<file path="src/rtl/aom_pkg.sv">
package aom_pkg;

    localparam int unsigned BYTE_W    = 8;
    localparam int unsigned TAG_BYTES = 4;
    localparam int unsigned ID_BYTES  = 8;
    localparam int unsigned REC_BYTES = 1 + TAG_BYTES + ID_BYTES;
    localparam logic [BYTE_W-1:0] BLANK_BYTE = 8'hFF;
    localparam logic [15:0] CRC_POLY_REFL = 16'hA001;

    typedef enum logic [1:0] {
        OP_READ = 2'b00,
        OP_PROG = 2'b01,
        OP_LOCK = 2'b10,
        OP_STAT = 2'b11
    } aom_op_e;

    typedef struct packed {
        logic              ack;
        logic              err;
        logic [BYTE_W-1:0] data;
    } aom_rsp_t;

    // One byte of CRC-16, LSB-first with reflected polynomial.
    function automatic logic [15:0] crc16_step(logic [15:0] crc_in, logic [BYTE_W-1:0] b);
        logic [15:0] c;
        logic        fb;
        c = crc_in;
        for (int unsigned k = 0; k < BYTE_W; k++) begin
            fb = c[0] ^ b[k];
            c  = c >> 1;
            if (fb) c = c ^ CRC_POLY_REFL;
        end
        return c;
    endfunction

    // Bytes of the factory record before the check field.
    function automatic logic [BYTE_W-1:0] record_byte(int unsigned idx,
                                                      logic [63:0] node,
                                                      logic [31:0] tag);
        logic [BYTE_W-1:0] b;
        b = BLANK_BYTE;
        if (idx == 0)
            b = 8'(TAG_BYTES + ID_BYTES);
        else if (idx <= TAG_BYTES)
            b = tag[8*(idx-1) +: 8];
        else if (idx < REC_BYTES)
            b = node[8*(idx-1-TAG_BYTES) +: 8];
        return b;
    endfunction

    // Full factory page content at byte index idx.
    function automatic logic [BYTE_W-1:0] factory_byte(int unsigned idx,
                                                       logic [63:0] node,
                                                       logic [31:0] tag);
        logic [15:0] crc;
        crc = 16'h0000;
        for (int unsigned k = 0; k < REC_BYTES; k++)
            crc = crc16_step(crc, record_byte(k, node, tag));
        crc = ~crc;
        if (idx < REC_BYTES)
            return record_byte(idx, node, tag);
        else if (idx == REC_BYTES)
            return crc[7:0];
        else if (idx == REC_BYTES + 1)
            return crc[15:8];
        return BLANK_BYTE;
    endfunction

endpackage

</file>
<file path="src/rtl/aom_cell_array.sv">
module aom_cell_array
    import aom_pkg::*;
#(
    parameter int unsigned PAGE_BYTES = 32,
    parameter int unsigned NUM_PAGES  = 4,
    parameter logic [63:0] NODE_ID    = 64'h006035234567ABCD,
    parameter logic [31:0] PROJECT_ID = 32'h00001128,
    localparam int unsigned DEPTH     = PAGE_BYTES * NUM_PAGES,
    localparam int unsigned ADDR_W    = $clog2(DEPTH),
    localparam int unsigned PAGE_W    = $clog2(NUM_PAGES)
) (
    input  logic              clk,
    input  logic              rst,
    input  logic              wr_en,
    input  logic [ADDR_W-1:0] wr_addr,
    input  logic [BYTE_W-1:0] wr_data,
    input  logic [ADDR_W-1:0] rd_addr,
    output logic [BYTE_W-1:0] rd_byte
);

    logic [BYTE_W-1:0] cells [DEPTH];

    for (genvar i = 0; i < DEPTH; i++) begin : g_cell
        localparam logic [BYTE_W-1:0] INIT_VAL =
            (i < PAGE_BYTES) ? factory_byte(i, NODE_ID, PROJECT_ID) : BLANK_BYTE;

        always_ff @(posedge clk) begin
            if (rst)
                cells[i] <= INIT_VAL;
            else if (wr_en && (wr_addr == ADDR_W'(i)))
                cells[i] <= cells[i] & wr_data;
        end

        // no bit may rise between resets
        assert_no_bit_set_R10: assert property (@(posedge clk) disable iff (rst)
            !$past(rst) |-> ((cells[i] & ~$past(cells[i])) == '0));
    end

    assign rd_byte = cells[rd_addr];

    // the factory page never receives a write strobe
    assert_no_factory_write_R5: assert property (@(posedge clk) disable iff (rst)
        wr_en |-> (wr_addr[ADDR_W-1 -: PAGE_W] != '0));

endmodule

</file>
<file path="src/rtl/aom_lock_bits.sv">
module aom_lock_bits #(
    parameter int unsigned NUM_PAGES = 4,
    localparam int unsigned PAGE_W  = $clog2(NUM_PAGES)
) (
    input  logic                 clk,
    input  logic                 rst,
    input  logic                 set_en,
    input  logic [PAGE_W-1:0]    set_page,
    output logic [NUM_PAGES-1:0] locked
);

    for (genvar p = 0; p < NUM_PAGES; p++) begin : g_page
        if (p == 0) begin : g_fixed
            assign locked[p] = 1'b1;
        end else begin : g_user
            logic bit_q;
            always_ff @(posedge clk) begin
                if (rst)
                    bit_q <= 1'b0;
                else if (set_en && (set_page == PAGE_W'(p)))
                    bit_q <= 1'b1;
            end
            assign locked[p] = bit_q;

            assert_lock_sticky_R7: assert property (@(posedge clk) disable iff (rst)
                locked[p] |=> locked[p]);
        end
    end

endmodule

</file>
<file path="src/rtl/aom_write_ctrl.sv">
module aom_write_ctrl
    import aom_pkg::*;
#(
    parameter int unsigned PAGE_BYTES = 32,
    parameter int unsigned NUM_PAGES  = 4,
    parameter logic [63:0] NODE_ID    = 64'h006035234567ABCD,
    parameter logic [31:0] PROJECT_ID = 32'h00001128
) (
    input  logic                                    clk,
    input  logic                                    rst,
    input  logic                                    req_valid,
    input  logic [1:0]                              req_op,
    input  logic [$clog2(PAGE_BYTES*NUM_PAGES)-1:0] req_addr,
    input  logic [7:0]                              req_data,
    output logic                                    ack,
    output logic                                    err,
    output logic [7:0]                              rd_data
);

    localparam int unsigned DEPTH  = PAGE_BYTES * NUM_PAGES;
    localparam int unsigned ADDR_W = $clog2(DEPTH);
    localparam int unsigned PAGE_W = $clog2(NUM_PAGES);

    aom_op_e             op;
    logic [PAGE_W-1:0]   page;
    logic [NUM_PAGES-1:0] locked;
    logic                prog_req;
    logic                prog_ok;
    logic                prog_bad;
    logic                lock_req;
    logic [BYTE_W-1:0]   cell_byte;
    logic [BYTE_W-1:0]   stat_byte;
    aom_rsp_t            rsp_d;
    aom_rsp_t            rsp_q;

    assign op       = aom_op_e'(req_op);
    assign page     = req_addr[ADDR_W-1 -: PAGE_W];
    assign prog_req = req_valid && (op == OP_PROG);
    assign prog_ok  = prog_req && !locked[page];
    assign prog_bad = prog_req &&  locked[page];
    assign lock_req = req_valid && (op == OP_LOCK);

    aom_lock_bits #(
        .NUM_PAGES (NUM_PAGES)
    ) u_locks (
        .clk      (clk),
        .rst      (rst),
        .set_en   (lock_req),
        .set_page (page),
        .locked   (locked)
    );

    aom_cell_array #(
        .PAGE_BYTES (PAGE_BYTES),
        .NUM_PAGES  (NUM_PAGES),
        .NODE_ID    (NODE_ID),
        .PROJECT_ID (PROJECT_ID)
    ) u_cells (
        .clk     (clk),
        .rst     (rst),
        .wr_en   (prog_ok),
        .wr_addr (req_addr),
        .wr_data (req_data),
        .rd_addr (req_addr),
        .rd_byte (cell_byte)
    );

    always_comb begin
        stat_byte = '0;
        stat_byte[NUM_PAGES-1:0] = locked;
    end

    always_comb begin
        rsp_d.ack  = req_valid;
        rsp_d.err  = prog_bad;
        rsp_d.data = '0;
        if (req_valid) begin
            unique case (op)
                OP_READ: rsp_d.data = cell_byte;
                OP_STAT: rsp_d.data = stat_byte;
                default: rsp_d.data = '0;
            endcase
        end
    end

    always_ff @(posedge clk) begin
        if (rst)
            rsp_q <= '0;
        else
            rsp_q <= rsp_d;
    end

    assign ack     = rsp_q.ack;
    assign err     = rsp_q.err;
    assign rd_data = rsp_q.data;

    assert_ack_follows_req_R3: assert property (@(posedge clk) disable iff (rst)
        req_valid |=> ack);

    assert_ack_needs_req_R3: assert property (@(posedge clk) disable iff (rst)
        ack |-> $past(req_valid));

    assert_err_only_prog_R9: assert property (@(posedge clk) disable iff (rst)
        err |-> (ack && ($past(req_op) == OP_PROG)));

    assert_locked_prog_rejected_R6: assert property (@(posedge clk) disable iff (rst)
        (prog_req && locked[page]) |=> err);

endmodule

</file>
<file path="config.mk">
export PLATFORM = sky130hd
export DESIGN_NAME = aom_write_ctrl
export DESIGN_NICKNAME = d
export VERILOG_FILES = /design/src/rtl/aom_pkg.sv /design/src/rtl/aom_cell_array.sv /design/src/rtl/aom_lock_bits.sv /design/src/rtl/aom_write_ctrl.sv
export SDC_FILE = /design/constraint.sdc
export NUM_CORES = 2
export LEC_CHECK = 0
export CAP_MARGIN = 20
export CORE_UTILIZATION = 40
export DETAILED_ROUTE_END_ITERATION = 6
export PLACE_DENSITY_LB_ADDON = 0.05
export SKIP_CTS_REPAIR_TIMING = 1
export SLEW_MARGIN = 20
export SYNTH_ARGS = -nofsm -noshare
export SYNTH_HDL_FRONTEND = slang
export SYNTH_SLANG_ARGS = --single-unit
</file>
<file path="constraint.sdc">
create_clock -name clk -period 4.39 [get_ports clk]
set_clock_uncertainty 0.15 [all_clocks]
set_input_delay 0.878 -clock clk [delete_from_list [all_inputs] [get_ports clk]]
set_output_delay 0.878 -clock clk [all_outputs]
set_load 0.02 [all_outputs]
</file>
Word level (Yosys, flattened, before mapping). Memories as Yosys holds them, arrays and structs flattened. Index checks and enable logic that the tools add are counted.

Bits in registers: 13. Bits in latches: 0. Memory bits (writable): 1024. Bits in read-only memories: 0. Input port bits: 20. Logic and storage cells: 1054. Memories: 1.

Add/subtract/negate cells: 0. Multiply operators: 0. Div/mod/pow operators: 0. Order comparisons: 1. Equal/unequal tests: 133. Shift-type cells: 0. Mux-type cells: 517. Bitwise logic cells: 257. Reduce and logical (&&, ||, !) cells: 139.

Memories: u_cells.cells (words 128, bits a word 8, rd ports 129, clocked after Yosys merged registers in 0, wr ports 128, line aom_cell_array.sv:21) `logic [BYTE_W-1:0] cells [DEPTH];`.

Operators by type and width (count): $and A8 B8 Y8 (128); $mux W8 (128); $eq A7 B7 Y1 const B (64); $mux W1 (387); $eq A7 B6 Y1 const B (32); $logic_and A1 B1 Y1 (135); $or A1 B1 Y1 (128); $eq A7 B5 Y1 const B (16); $eq A7 B4 Y1 const B (8); $eq A7 B3 Y1 const B (4); $pmux W8 S2 (1); $eq A7 B2 Y1 const B (2); $eq A2 B2 Y1 const B (4); $eq A7 B1 Y1 const B (1); $logic_not A7 Y1 (1); $eq A2 B1 Y1 const B (2); $lt A2 B3 Y1 const B (1); $bmux W1 S2 (1); $logic_not A2 Y1 (1); $reduce_or A2 Y1 (1); $logic_not A1 Y1 (1); $not A1 Y1 (1).

Logic depth before layout (Yosys ltp).
Depth in word-level cells: 9. Gate-level depth with buffers: 11. Mapped depth without buffers: 7.

Cells and area by module. Synthesis repeated with hierarchy kept, for this count alone.

Cells, all modules: 3758. Area total of the unflattened synthesis: 49391.1 um^2.

By module, submodules not included: aom_cell_array (instances 1, cells each 3707, area an instance 48863.1 um^2, sequential area each 30749.5 um^2); aom_write_ctrl (instances 1, cells each 35, area an instance 391.6 um^2, sequential area each 200.2 um^2); aom_lock_bits (instances 1, cells each 16, area an instance 136.4 um^2, sequential area each 60.1 um^2).

Worst setup path before layout. No wires, ideal clock.

Path kind: input to register. Start point: in req_addr[1]. End point: mem u_cells.cells[109][0] (enable). Library setup time: 0.375 ns. Arrival: 2.746 ns. Data required time: 3.865 ns. Path slack: 1.119 ns. Stages: 7. Cells stage by stage: buf_2 -> buf_4 -> buf_4 -> and2b_2 -> nor3b_2 -> nand2_2 -> o21bai_1.

RTL lines: from (decl) (line aom_write_ctrl.sv:13) `input logic [$clog2(PAGE_BYTES*NUM_PAGES)-1:0] req_addr,`; to (decl) (line aom_cell_array.sv:21).

Worst setup path in the final report.
Start point: in req_addr[0]. End point: reg rsp_q (netlist bit rd_data[6]).

Cells in the longest elaborated chain, start to end: 2.

Ends and longest elaborated chain: $mem_v2 Z128 W8; $pmux W8 S2 (line aom_write_ctrl.sv:78) `unique case (op)`; to (signal assigned) (line aom_write_ctrl.sv:90) `rsp_q <= rsp_d;`; to (decl) (line aom_write_ctrl.sv:34) `aom_rsp_t rsp_q;`.

No other way between the ends. A chain may end at the register's enable or synchronous reset.

==> run summary <==
Status: complete, no violations
Syn-to-layout area delta: 16.1%
CP max-delay cell: a221oi_1
Via density: 5.45
Share of the synthesized area in the top cell type: 64.4%
Cell accounting for the most synthesized area: edfxtp_1
Initial core utilization: 40.4%
Via Count: 31,200
Drt total wl: 150 mm
Final Hold Viols: 0
Power share of the clock group: 44.4%
Total power: 22.8 mW
HP Class: reg2reg
Worst setup margin: 0.779 ns
Worst VDD drop: 0.381 mV
Worst slew pin tran: 1.07 ns
Antenna Cells: 0
H-Tree Depth: 3
Max Clock Freq: 277 MHz
Global-route wire length before repair: 220 mm
Critical Path RT: 4.84 ns
Predominant post-synthesis flop cell: edfxtp_1
Hpwl dp: 98.6 mm
Remaining DRCs: 0
Synth top area cells: edfxtp_1 (64%), nand2_1 (12%), mux4_2 (9.9%), mux2i_1 (2.7%), clkbuf_1 (1.3%)
I/O Pins: 30
Hold_ws: 0.396 ns
Routability congestion estimate: 0.863
Drt initial violations: 3,668
TritonCTS Buffers: 116
Internal cell power: 17.5 mW
Synth async-reset ratio: 0%
Slew HR: 28.6%
Placed Area: 51,500 um2
Register share of total power: 48.7%
Hold Startpoint: u_cells.cells[115][7]
Crit Path Class: in2reg
Max-slew violation count: 0
CTS tree: yes
Clk sinks: 1,037
Logic pwr share: 6.8%
CTS root buf: clkbuf_16
Setup violators final: 0
Max FO, Critical Path: 48
Sw Share: 23.2%
Cells along the critical path: buf_8, buf_4, buf_4, mux4_2, a221oi_1, o221ai_1, nor3_1, nor3_1
Place WS: -0.00764 ns
# rows: 126
Critical Path Start Type: input pin
Leak: 18.0 nW
Net Switching: 5.30 mW
Post-synth EDFFs: 1,024
WL/cell: 26.2 um
Reg clk slew, reported paths: 0.06 ns
Share of layout cells above drive strength 1: 17.2%
Nets: 4,108
Mapped Cells: 3,744
RSZ-0062 raised after global routing: false
Synth Cell Area: 47,800 um2
Pwr Density: 412 nW/um2
Capturing point of the worst reg2reg path: rd_data[6]
Crit. End Element: register
Grt total ovfl: 0
Number of global-route vias before repair: 30,600
CP arrival: 4.06 ns
Fin crit period: 3.61 ns
Largest net degree at the start of global routing: 76
Register area share after synthesis: 64.9%
Final std cells w/o fill: 5,722
Antenna-violating nets left: 0
Post-synth top cells: nand2_1 (1,572), edfxtp_1 (1,024), mux4_2 (209), clkbuf_1 (169), mux2i_1 (130)
Util after Layout: 46.9%
Critical Path Max Stage Delay: 0.88 ns
Gr usage total: 25.0%
R2R Setup Slk: 1.51 ns
Clk Latency, worst-skew pair: 0.73 ns
IO buf count: 29
Post-Syn Area per Cell: 12.8 um2
Worst r2r path cells: 6
RR Startpoint: u_cells.cells[27][6]
Die height: 348 um
Worst hold stages: 2
Placed Cells incl. Taps: 5,502
Hold endpoint: u_cells.cells[115][7]
Clk buf depth: 3
Fill count: 10,800
TNS Setup: 0 ns
First-pass DRT Iterations: 6
Period utilisation layout: 82.3%
Most common cell in the synthesized netlist: nand2_1
Max Cap Viol: 0
Final instance area: 55,400 um2
Die X: 348 um
Ys Warns: 0
Count of cell types in the netlist: 62
Die ar.: 121,000 um2
Core region area: 118,000 um2
Initial antenna violation count: 5
Synth Register Bits: 1,037
-- final cells by class --
type / instances / area (um2) / share of cell area (%)
Sequential cell: 1037 / 31000 / 55.9
Tap cell: 1536 / 1920 / 3.47
Multi-Input combinational cell: 2699 / 16500 / 29.8
Clock buffer: 140 / 3110 / 5.60
Timing Repair Buffer: 225 / 2030 / 3.66
Inverter: 5 / 18.8 / 0.0339
Clock inverter: 80 / 817 / 1.47
-- cell families after synthesis --
kind of cell,after synthesis,synth area share [%]
adders and majority gates,4,0.105
DFF,1037,64.9
AOI/OAI and AO/OA,265,4.10
muxes,351,12.9
other,2,0.0157
and+or+nand+nor,1823,15.4
buffers and inverters,262,2.57
-- routing by layer --
metal | wire length (um) | GRT usage [%]
met1 | 68200 | 37.2
met2 | 65900 | 37.3
met3 | 11800 | 4.38
met4 | 3870 | 7.30
met5 | 12 | 0
-- cell usage in the layout (no fill, tap or decap), types with 13 or more instances in the layout --
cell | Yosys | layout
a22oi_1 | 64 | 64
clkdlybuf4s50_1 | 0 | 14
buf_12 | 1 | 23
clkinv_1 | 0 | 19
clkbuf_1 | 169 | 15
clkbuf_16 | 0 | 118
conb_1 | 2 | 256
mux4_2 | 209 | 209
buf_4 | 27 | 181
nor2_2 | 56 | 56
dfxtp_1 | 13 | 13
a22o_1 | 13 | 13
nand3_1 | 26 | 26
a21oi_1 | 21 | 21
clkinv_2 | 0 | 35
mux2i_1 | 130 | 130
a221oi_1 | 13 | 13
nor2_1 | 66 | 64
nor2_4 | 12 | 14
o21bai_1 | 64 | 64
bufinv_16 | 0 | 16
nand2_1 | 1572 | 1572
a21o_1 | 32 | 32
edfxtp_1 | 1024 | 1024
nor3_1 | 19 | 18
-- power by group through the flow --
stage	Clock (mW)	Sequential, mW	Combinational (mW)
after floorplan	0	11.3	0.924
after global placement	0	11.3	1.56
after detailed placement	0	11.3	1.55
after CTS	10.3	11.1	1.56
after global routing	10.7	11.1	1.67
final	10.1	11.1	1.56
-- critical path: cells and delay by family --
family,cells,cell delay (ns)
AOI/OAI and AO/OA,2,1.23
buffers and inverters,3,1.01
muxes,1,0.53
and+or+nand+nor,2,0.38
-- worst max path at each step --
stage	startpoint	to	slack [ns]
5_1_grt	req_addr[0]	rd_data[6]	0.55
4_1_cts	req_addr[0]	rd_data[6]	0.83
2_1_floorplan	req_addr[1]	u_cells.cells[109][0]	1.12
3_5_place_dp	req_addr[0]	rd_data[6]	-0.008
6_report	req_addr[0]	rd_data[6]	0.78
3_3_place_gp	req_addr[0]	rd_data[6]	-0.05
-- registers in the layout, indices dropped and copies added, names as in the netlist --
name                         cells
u_locks.g_page.g_user.bit_q      3
u_cells.cells                 1024
ack                              1
rd_data                          8
err                              1
(Power assumes the default switching activity.)
